--- config.mk ---
export PLATFORM = sky130hd
export DESIGN_NAME = cp_save_seq
export DESIGN_NICKNAME = d
export VERILOG_FILES = /design/src/rtl/cp_save_pkg.sv /design/src/rtl/cp_save_fmt_decode.sv /design/src/rtl/cp_save_retry.sv /design/src/rtl/cp_save_frame_cnt.sv /design/src/rtl/cp_save_seq.sv
export SDC_FILE = /design/constraint.sdc
export NUM_CORES = 1
export LEC_CHECK = 0
export BUFFER_PORTS_ARGS = -buffer_cell sky130_fd_sc_hd__buf_2
export CAP_MARGIN = 20
export CELL_PAD_IN_SITES_DETAIL_PLACEMENT = 1
export CELL_PAD_IN_SITES_GLOBAL_PLACEMENT = 1
export CORE_MARGIN = 10
export CORE_UTILIZATION = 25
export CTS_CLUSTER_SIZE = 20
export DETAILED_ROUTE_END_ITERATION = 12
export GPL_TIMING_DRIVEN = 0
export PLACE_DENSITY = 0.64
export SLEW_MARGIN = 30
export SYNTH_ARGS = -nofsm -noshare
export SYNTH_HDL_FRONTEND = slang
export SYNTH_HIERARCHICAL = 1
export SYNTH_SLANG_ARGS = --single-unit
--- constraint.sdc ---
create_clock -name clk -period 2.45 [get_ports clk]
set_clock_uncertainty 0.05 [all_clocks]
set_input_delay 0.245 -clock clk [delete_from_list [all_inputs] [get_ports clk]]
set_output_delay 0.245 -clock clk [all_outputs]
set_load 0.02 [all_outputs]
--- src/rtl/cp_save_pkg.sv ---
package cp_save_pkg;
  typedef enum logic [2:0] {
    ST_IDLE,
    ST_FMT_RD,
    ST_FMT_WR,
    ST_OP_RD,
    ST_OP_WR
  } seq_state_e;

  typedef enum logic [1:0] {
    FK_EMPTY,
    FK_RETRY,
    FK_BAD,
    FK_FRAME
  } fmt_kind_e;

  localparam logic [7:0] CODE_EMPTY       = 8'h00;
  localparam logic [7:0] CODE_RETRY       = 8'h01;
  localparam logic [7:0] CODE_FIRST_VALID = 8'h10;
endpackage

--- src/rtl/cp_save_fmt_decode.sv ---
module cp_save_fmt_decode
  import cp_save_pkg::*;
#(
  parameter int FW = 16,
  parameter int CW = 6
) (
  input  logic [FW-1:0] word,
  output fmt_kind_e     kind,
  output logic [CW-1:0] longs
);
  localparam int LW = FW / 2;

  logic [LW-1:0] code;
  logic [LW-1:0] size;

  assign code  = word[FW-1:LW];
  assign size  = word[LW-1:0];
  assign longs = size[LW-1:2];

  always_comb begin
    if (code == CODE_EMPTY)
      kind = FK_EMPTY;
    else if (code == CODE_RETRY)
      kind = FK_RETRY;
    else if (code < CODE_FIRST_VALID)
      kind = FK_BAD;
    else if (size[1:0] != 2'b00)
      kind = FK_BAD;
    else
      kind = FK_FRAME;
  end
endmodule

--- src/rtl/cp_save_retry.sv ---
module cp_save_retry #(
  parameter int LIMIT = 255
) (
  input  logic clk,
  input  logic rst_n,
  input  logic clr,
  input  logic bump,
  output logic expire
);
  localparam int RW = $clog2(LIMIT + 1);
  localparam logic [RW-1:0] LAST = RW'(LIMIT - 1);

  logic [RW-1:0] cnt;

  assign expire = bump && (cnt == LAST);

  always_ff @(posedge clk) begin
    if (!rst_n || clr)
      cnt <= '0;
    else if (bump && !expire)
      cnt <= cnt + 1'b1;
  end
endmodule

--- src/rtl/cp_save_frame_cnt.sv ---
module cp_save_frame_cnt #(
  parameter int AW = 32,
  parameter int CW = 6
) (
  input  logic          clk,
  input  logic          rst_n,
  input  logic          load,
  input  logic [CW-1:0] load_longs,
  input  logic          adv,
  input  logic          consume,
  output logic [AW-1:0] offset,
  output logic          none_left,
  output logic          one_left
);
  logic [CW-1:0] remain;

  assign none_left = (remain == '0);
  assign one_left  = (remain == CW'(1));

  always_ff @(posedge clk) begin
    if (!rst_n) begin
      remain <= '0;
      offset <= '0;
    end else if (load) begin
      remain <= load_longs;
      offset <= '0;
    end else begin
      if (adv)
        offset <= offset + AW'(4);
      if (consume)
        remain <= remain - 1'b1;
    end
  end
endmodule

--- src/rtl/cp_save_seq.sv ---
module cp_save_seq
  import cp_save_pkg::*;
#(
  parameter int AW          = 32,
  parameter int DW          = 32,
  parameter int FW          = 16,
  parameter int RETRY_LIMIT = 255
) (
  input  logic          clk,
  input  logic          rst_n,
  input  logic          start,
  input  logic [AW-1:0] base_addr,
  output logic          busy,
  output logic          done,
  output logic          format_error,
  output logic          timeout,
  output logic          cp_rd_valid,
  input  logic          cp_rd_ready,
  output logic          cp_rd_sel,
  input  logic [DW-1:0] cp_rd_data,
  output logic          mem_valid,
  input  logic          mem_ready,
  output logic [AW-1:0] mem_addr,
  output logic [DW-1:0] mem_wdata
);
  localparam int CW = FW / 2 - 2;

  seq_state_e    state;
  logic [AW-1:0] base_q;
  logic [FW-1:0] fmt_q;
  logic [DW-1:0] opnd_q;
  logic          done_q, err_q, tmo_q;

  fmt_kind_e     kind;
  logic [CW-1:0] longs;
  logic [AW-1:0] offset;
  logic          none_left, one_left;
  logic          expire;

  logic rd_hs, wr_hs, take;
  logic fmt_hs, retry_hit, frame_load;

  assign rd_hs      = cp_rd_valid && cp_rd_ready;
  assign wr_hs      = mem_valid && mem_ready;
  assign take       = (state == ST_IDLE) && start;
  assign fmt_hs     = (state == ST_FMT_RD) && cp_rd_ready;
  assign retry_hit  = fmt_hs && (kind == FK_RETRY);
  assign frame_load = fmt_hs && ((kind == FK_EMPTY) || (kind == FK_FRAME));

  cp_save_fmt_decode #(.FW(FW), .CW(CW)) u_dec (
    .word  (cp_rd_data[FW-1:0]),
    .kind  (kind),
    .longs (longs)
  );

  cp_save_retry #(.LIMIT(RETRY_LIMIT)) u_retry (
    .clk    (clk),
    .rst_n  (rst_n),
    .clr    (take),
    .bump   (retry_hit),
    .expire (expire)
  );

  cp_save_frame_cnt #(.AW(AW), .CW(CW)) u_frame (
    .clk        (clk),
    .rst_n      (rst_n),
    .load       (frame_load),
    .load_longs ((kind == FK_FRAME) ? longs : CW'(0)),
    .adv        (wr_hs),
    .consume    (wr_hs && (state == ST_OP_WR)),
    .offset     (offset),
    .none_left  (none_left),
    .one_left   (one_left)
  );

  always_ff @(posedge clk) begin
    if (!rst_n) begin
      state  <= ST_IDLE;
      base_q <= '0;
      fmt_q  <= '0;
      opnd_q <= '0;
      done_q <= 1'b0;
      err_q  <= 1'b0;
      tmo_q  <= 1'b0;
    end else begin
      done_q <= 1'b0;
      err_q  <= 1'b0;
      tmo_q  <= 1'b0;
      unique case (state)
        ST_IDLE: begin
          if (start) begin
            base_q <= base_addr;
            state  <= ST_FMT_RD;
          end
        end
        ST_FMT_RD: begin
          if (rd_hs) begin
            fmt_q <= cp_rd_data[FW-1:0];
            unique case (kind)
              FK_RETRY: begin
                if (expire) begin
                  tmo_q  <= 1'b1;
                  done_q <= 1'b1;
                  state  <= ST_IDLE;
                end
              end
              FK_BAD: begin
                err_q  <= 1'b1;
                done_q <= 1'b1;
                state  <= ST_IDLE;
              end
              default: state <= ST_FMT_WR;
            endcase
          end
        end
        ST_FMT_WR: begin
          if (wr_hs) begin
            if (none_left) begin
              done_q <= 1'b1;
              state  <= ST_IDLE;
            end else begin
              state <= ST_OP_RD;
            end
          end
        end
        ST_OP_RD: begin
          if (rd_hs) begin
            opnd_q <= cp_rd_data;
            state  <= ST_OP_WR;
          end
        end
        ST_OP_WR: begin
          if (wr_hs) begin
            if (one_left) begin
              done_q <= 1'b1;
              state  <= ST_IDLE;
            end else begin
              state <= ST_OP_RD;
            end
          end
        end
        default: state <= ST_IDLE;
      endcase
    end
  end

  assign busy         = (state != ST_IDLE);
  assign done         = done_q;
  assign format_error = err_q;
  assign timeout      = tmo_q;
  assign cp_rd_valid  = (state == ST_FMT_RD) || (state == ST_OP_RD);
  assign cp_rd_sel    = (state == ST_OP_RD);
  assign mem_valid    = (state == ST_FMT_WR) || (state == ST_OP_WR);
  assign mem_addr     = base_q + offset;
  assign mem_wdata    = (state == ST_FMT_WR) ? {{(DW-FW){1'b0}}, fmt_q} : opnd_q;


  mem_hold_chk: assert property (@(posedge clk) disable iff (!rst_n)
    mem_valid && !mem_ready |=> mem_valid && $stable(mem_addr) && $stable(mem_wdata));


  rd_hold_chk: assert property (@(posedge clk) disable iff (!rst_n)
    cp_rd_valid && !cp_rd_ready |=> cp_rd_valid && $stable(cp_rd_sel));


  err_done_chk: assert property (@(posedge clk) disable iff (!rst_n)
    format_error |-> done && !busy);


  tmo_done_chk: assert property (@(posedge clk) disable iff (!rst_n)
    timeout |-> done && !busy);


  done_pulse_chk: assert property (@(posedge clk) disable iff (!rst_n)
    done |=> !done);


  flags_excl_chk: assert property (@(posedge clk) disable iff (!rst_n)
    $onehot0({format_error, timeout}));


  no_wr_fmt_chk: assert property (@(posedge clk) disable iff (!rst_n)
    cp_rd_valid && !cp_rd_sel |-> !mem_valid);


  start_take_chk: assert property (@(posedge clk) disable iff (!rst_n)
    !busy && start |=> busy && cp_rd_valid && !cp_rd_sel);
endmodule

Word level (Yosys, flattened, before mapping)
Cells that the tools add are included.

storage, ports and cells
  memory bits (read-only) = 0
  output and inout port bits = 71
  input port bits = 69
  register bits = 132
  word-level logic and storage cells = 88
  memories = 0
  bits in writable memories = 0
  bits in latches = 0

cells by class
  multipliers = 0
  div/mod/pow operators = 0
  shifts and indexed selects = 0
  mux-type cells = 27
  add/subtract/negate cells = 4
  magnitude comparators = 1
  bitwise operators = 1
  reduce and logical (&&, ||, !) cells = 29
  eq/ne operators = 16

operators with widths
  kind                                                  count
  adder 32 x 3 -> 32 bit (second input constant)        1
  adder 32 bit                                          1
  two-way mux 32 bit                                    1
  two-way mux 3 bit                                     6
  two-way mux 6 bit                                     3
  one-hot mux 3 bit (5 select lines)                    1
  two-way mux 2 bit                                     5
  logical AND 1 bit                                     9
  adder 8 x 1 -> 8 bit (second input constant)          1
  equality test 8 x 1 -> 1 bit (second input constant)  1
  equality test 8 bit (second input constant)           1
  zero test 8 bit                                       1
  < comparator 8 x 5 -> 1 bit (second input constant)   1
  two-way mux 1 bit                                     8
  inequality test 2 bit (second input constant)         4
  equality test 3 x 2 -> 1 bit (second input constant)  2
  equality test 6 x 1 -> 1 bit (second input constant)  1
  zero test 6 bit                                       1
  one-hot mux 3 bit (2 select lines)                    1
  AND reduction 2 bit                                   3
  AND reduction 6 bit                                   1
  subtractor 6 x 1 -> 6 bit (second input constant)     1
  equality test 2 bit (second input constant)           2
  logical OR 1 bit                                      4
  other kinds (16)                                      18

Logic depth before layout (Yosys ltp)
  depth after elaboration = 12
  depth in mapped cells = 12

Cells and area by module
Netlist, hierarchy kept.

by module, submodules not included
  module              area each (um2)  times used  cells an instance  seq. area each (um2)
  cp_save_seq         5417.7           1           697                1721.7
  cp_save_frame_cnt   1803.0           1           216                720.7
  cp_save_retry       432.9            1           49                 160.2
  cp_save_fmt_decode  90.1             1           12                 0.0

Worst setup path before layout
Ideal clock, no wire load.

  path type = register to register
  start point = register state[1]
  end point = register u_frame.offset[31]
  required time = 2328 ps
  setup slack = -440 ps
  library setup time = 72 ps
  cell stages (with the launch flop) = 11
  arrival time = 2768 ps
  path buffers = 3
  clock period less this slack = 2890 ps
  cell sequence = dfxtp_1 > clkbuf_1 > nand2b_1 > a21oi_1 > and2_1 > buf_4 > nand3_1 > or4_4 > buf_2 > nor4_1 > mux2i_1

RTL lines
  what                                                                 line                     RTL
  start, declared                                                      cp_save_seq.sv:28        seq_state_e state;
  start signal, assigned                                               cp_save_seq.sv:78        state <= ST_IDLE;
  start signal, assigned                                               cp_save_seq.sv:93        state <= ST_FMT_RD;
  start signal, assigned                                               cp_save_seq.sv:104       state <= ST_IDLE;
  equality test 3 x 2 -> 1 bit or equality test 3 bit (tied branches)  cp_save_seq.sv:153       assign mem_valid = (state == ST_FMT_WR) || (state == ST_OP_WR);
  logical OR 1 bit (*)                                                 cp_save_seq.sv:153
  via mem_valid                                                        cp_save_seq.sv:21        output logic mem_valid,
  logical AND 1 bit (*)                                                cp_save_seq.sv:44        assign wr_hs = mem_valid && mem_ready;
  via wr_hs                                                            cp_save_seq.sv:40        logic rd_hs, wr_hs, take;
  end signal, assigned                                                 cp_save_frame_cnt.sv:29  offset <= offset + AW'(4);
  end, declared                                                        cp_save_frame_cnt.sv:11  output logic [AW-1:0] offset,

The timed path passes the listed nets; every way through them passes the cells marked *.
A chain may end at the register's enable or synchronous reset.

Worst setup path after layout
  start point = register base_q[4]
  end point = output port mem_addr[31]

between the ends
  longest elaborated chain between the ends = 1

ends and longest elaborated chain
  what                    line                RTL
  start, declared         cp_save_seq.sv:29   logic [AW-1:0] base_q;
  start signal, assigned  cp_save_seq.sv:92   base_q <= base_addr;
  adder 32 bit            cp_save_seq.sv:154  assign mem_addr = base_q + offset;
  end, declared           cp_save_seq.sv:23   output logic [AW-1:0] mem_addr,

No other way between the ends.

==> results.md <==
Status:
- The run finished, with violations left.
- The final reports fail on setup timing.

STA:
- The final hold slack is 24.2 ps.
- The final clock period utilization by the worst path is 120%.
- After layout, the minimum clock period comes to 2930 ps.
- Measured against its own limit, the worst slew margin works out to 53.0%.
- The max-slew violation count is 0.
- Setup repair after global routing could not meet its margin everywhere.
- At the pin with the least slew margin, the transition time is 705 ps.
- The final critical-path setup slack is -483 ps.
- The number of hold violations in the final report is 0.
- The setup TNS is -7240 ps.
- Derived from the worst setup path, the maximum achievable clock frequency is 341 MHz.
- Setup violations remaining at the end of the flow were counted as 23.

Yosys:
- In the synthesized netlist the async set-or-reset flop fraction comes to 0%.
- The number of enable flip-flop cells after synthesis is 0.
- The most used flip-flop cell after synthesis is dfxtp_1.
- The synthesized netlist contains 69 unique library cells.
- The mapped cell area is 7740 sq um.
- The average cell area after synthesis is 7.95 sq um.
- In the synthesized netlist, the number of instances is 974.
- By area the synthesized netlist is led by dfxtp_1, nand2_1, a21boi_0, ha_1, a21oi_1.
- The cell accounting for the most synthesized area is dfxtp_1.
- For this run, the register share of the synthesized area comes to 33.6%.
- The yosys synthesis warning count is 6.
- The proportion of netlist area held by the largest area contributor is about 34%.
- The total of flip-flops plus latches after synthesis is 130.

CTS:
- The clock latency of the later-clocked register in the worst-skew pair is 410 ps.
- For this design, the CTS-stage hold fixing added 0 buffers.
- The maximum count of clock buffers along a single path is 2.
- The root buffer cell chosen for the clock tree is clkbuf_16.
- TritonCTS built the clock tree.
- The clock net in this run drives a total of 130 sinks.
- The CTS H-tree depth is 4.
- The clock-pin slew on the worst setup and hold paths is approximately 60 ps.
- The number of buffers added by the clock tree synthesis step is 17.

Setup path:
- The worst setup path is of the flop to output pin kind.
- The critical path goes through ha_4, a21o_1, a31oi_4, a21oi_4, o21ai_4, a21oi_4, a221oi_4, buf_6, nor3_1, a211o_1, buf_6.
- The worst setup path is captured at an output pin.
- Counting both buffers and inverters, the worst setup path holds a total of 2.
- For this design, the slowest cell found on the critical path is dfxtp_2.
- STA classifies the critical path startpoint as a flop.
- The worst path arrival time is 2640 ps.
- Data on the critical path is required at its endpoint by around 2200 ps.
- The stage delay of the slowest cell on the critical path is 330 ps.
- Of all nets on the critical path, the largest fanout is 5.
- Among cell families on the critical path, the largest total delay comes from compound AO/OA/AOI/OAI gates.

Finish:
- The area of all placed cells without fillers is approximately 11000 sq um.
- Of the cells placed in the final design, the portion with a size suffix greater than 1 is about 33%.
- The sequential cells in the finished layout cover a total of ~2700 sq um.
- The number of diodes added for antenna fixing is 0.
- The final standard cell count with taps included and fillers excluded is about 1600.
- The commonest non-fill, non-tap cell in the layout is nand2_1.
- The area growth from synthesis to layout is 40.3%.
- In the layout the commonest cells are nand2_1, buf_2, dfxtp_1.
- The count of fill cells added during filler insertion is about 3600.
- The net count of the finished layout is 1281.
- In the final layout, the multi-input gates occupy 5550 sq um.
- Cells fill 35.5% of the core in the end.

Detailed routing:
- The vias after detailed routing is between 7000 and 8000.
- The final antenna-violating net count is 0.
- For this block, the initial DRC count from the detailed router was 199.
- Summed over all layers, the routed wires come to 27000 microns.
- The number of detailed-routing iterations run before antenna repair is 4.
- For this run, design rule violations remaining after detail routing come to 0.
- Using the TritonRoute via totals, the vias-per-cell ratio works out to 4.80.
- The post-detailed-route wirelength per cell is about 17 microns.

GRT:
- The total global routing track utilization is 13.4%.
- The first-pass GRT wire length is 42200 microns.
- The total overflow left after global routing is 0.
- The number of global-route vias before repair was 8015.
- The initial antenna violation count is 2.
- The largest net degree at the start of global routing is 17.

Placed design:
- Summing all placed instances gives a cell area of between 9000 and 10000 sq um.
- The routability-driven placement congestion ratio is 0.801.
- The placement-stage worst setup slack is -582 ps.
- Input and output buffers added on the ports amount to ~140.
- In this run, placement finished with an instance count of 1510.
- The half-perimeter wire length after detailed placement is 20100 microns.

Power and ir drop:
- The worst-case IR drop observed on VDD is 0.261 mV.
- The analysis attributes to cell leakage a power of around 4.4 nW.
- After layout, the design draws a total of 5.47 mW.
- Dividing total power by cell area gives a power density of 504 nW/um^2.

Floorplanning:
- The effective utilization at floorplan is between 20 and 30%.
- In this run the vertical extent of the chip is 196 microns.
- The die covers ~38000 sq um.
- The row count is 64.
- In this run the horizontal extent of the chip is ~200 microns.
- The core region is 30600 sq um.
- 140 I/O pins were placed.

Run:
- Across the run, the number of max-cap violations was 0.

Worst hold path:
- In this run the worst hold path is classified as input pin to flop.
-- state kept, by name, indices dropped and copies added (netlist names) --
| name | cells |
|---|---|
| opnd_q | 32 |
| base_q | 32 |
| done | 1 |
| fmt_q | 16 |
| format_error | 1 |
| u_frame/offset | 30 |
| state | 3 |
| u_retry/cnt | 8 |
| timeout | 1 |
| u_frame/remain | 6 |
-- worst min-delay path, stage by stage --
cell	delay (ps)
buf_2	90
nand2_1	40
a21boi_0	60
-- path summary, 6_finish.rpt --
kind                                              start                               to  slack (ps)  cells past startpoint
worst max-delay path             base_q[4]$_SDFFE_PN0P_                     mem_addr[31]        -480                     11
worst min register to register  opnd_q[20]$_SDFFE_PN0P_          opnd_q[20]$_SDFFE_PN0P_         410                      2
worst min-delay path                     cp_rd_data[20]          opnd_q[20]$_SDFFE_PN0P_          20                      3
worst max register to register    state[1]$_SDFFE_PN0P_  u_frame/offset[22]$_SDFFE_PP0P_         -50                     11
-- cells in the mapped netlist (6+ instances only) --
master,n
nand2_1,222
dfxtp_1,130
a21boi_0,81
a21oi_1,56
ha_1,39
clkbuf_1,37
nor2_1,37
xnor2_1,26
inv_1,25
o21ai_0,25
nor2b_1,24
mux2_2,18
nand2b_1,17
and2_1,16
a21o_1,15
nor3_1,14
xor2_1,14
nand3_1,13
nor4_1,13
and3_1,12
nand4_1,12
buf_4,10
a31oi_1,9
o31ai_1,8
or3_1,8
mux2i_1,7
or4_1,7
buf_2,6
-- layer usage --
metal / vias to the layer above / track usage, % / share of wire, %
met4: 2 / 4.02 / 1.5
met1: 3641 / 15.7 / 44
met5: - / 0 / 0.048
met3: 25 / 4.31 / 5.7
li1: 3789 / - / -
met2: 132 / 22.8 / 49
-- report_power, final --
part           total [mW]  switching [mW]  internal (mW)  leakage [nW]
Clock                2.59           0.966           1.63         0.282
Sequential           2.21          0.0473           2.16          1.07
Combinational       0.671           0.389          0.281          3.06
Total                5.47            1.40           4.07          4.41
-- cell families after synthesis --
logic type / synth area share, %
compound gates: 21.7
xor+xnor: 4.52
fa+ha+maj: 6.56
buf+inv: 4.57
flops: 33.6
mux: 3.52
other cells: 0.0484
simple gates: 25.4
-- timing repair --
action | 4_1_cts | 5_1_grt
resized for setup | 144 | 74
gates cloned | 0 | 2
endpoints found under the setup margin | 91 | 75
pin swaps | 39 | 31
setup buffers | 22 | 24
-- final cells by class --
| cell class | count | share of cell area (%) |
|---|---|---|
| multi-input combinational | 763 | 51.0 |
| tap | 396 | 4.56 |
| sequential | 130 | 24.5 |
| clock buffer | 23 | 4.22 |
| clock inverter | 8 | 1.19 |
| timing repair buffer | 186 | 11.0 |
| buffer | 49 | 2.66 |
| inverter | 25 | 0.864 |
(Power assumes the default switching activity.)
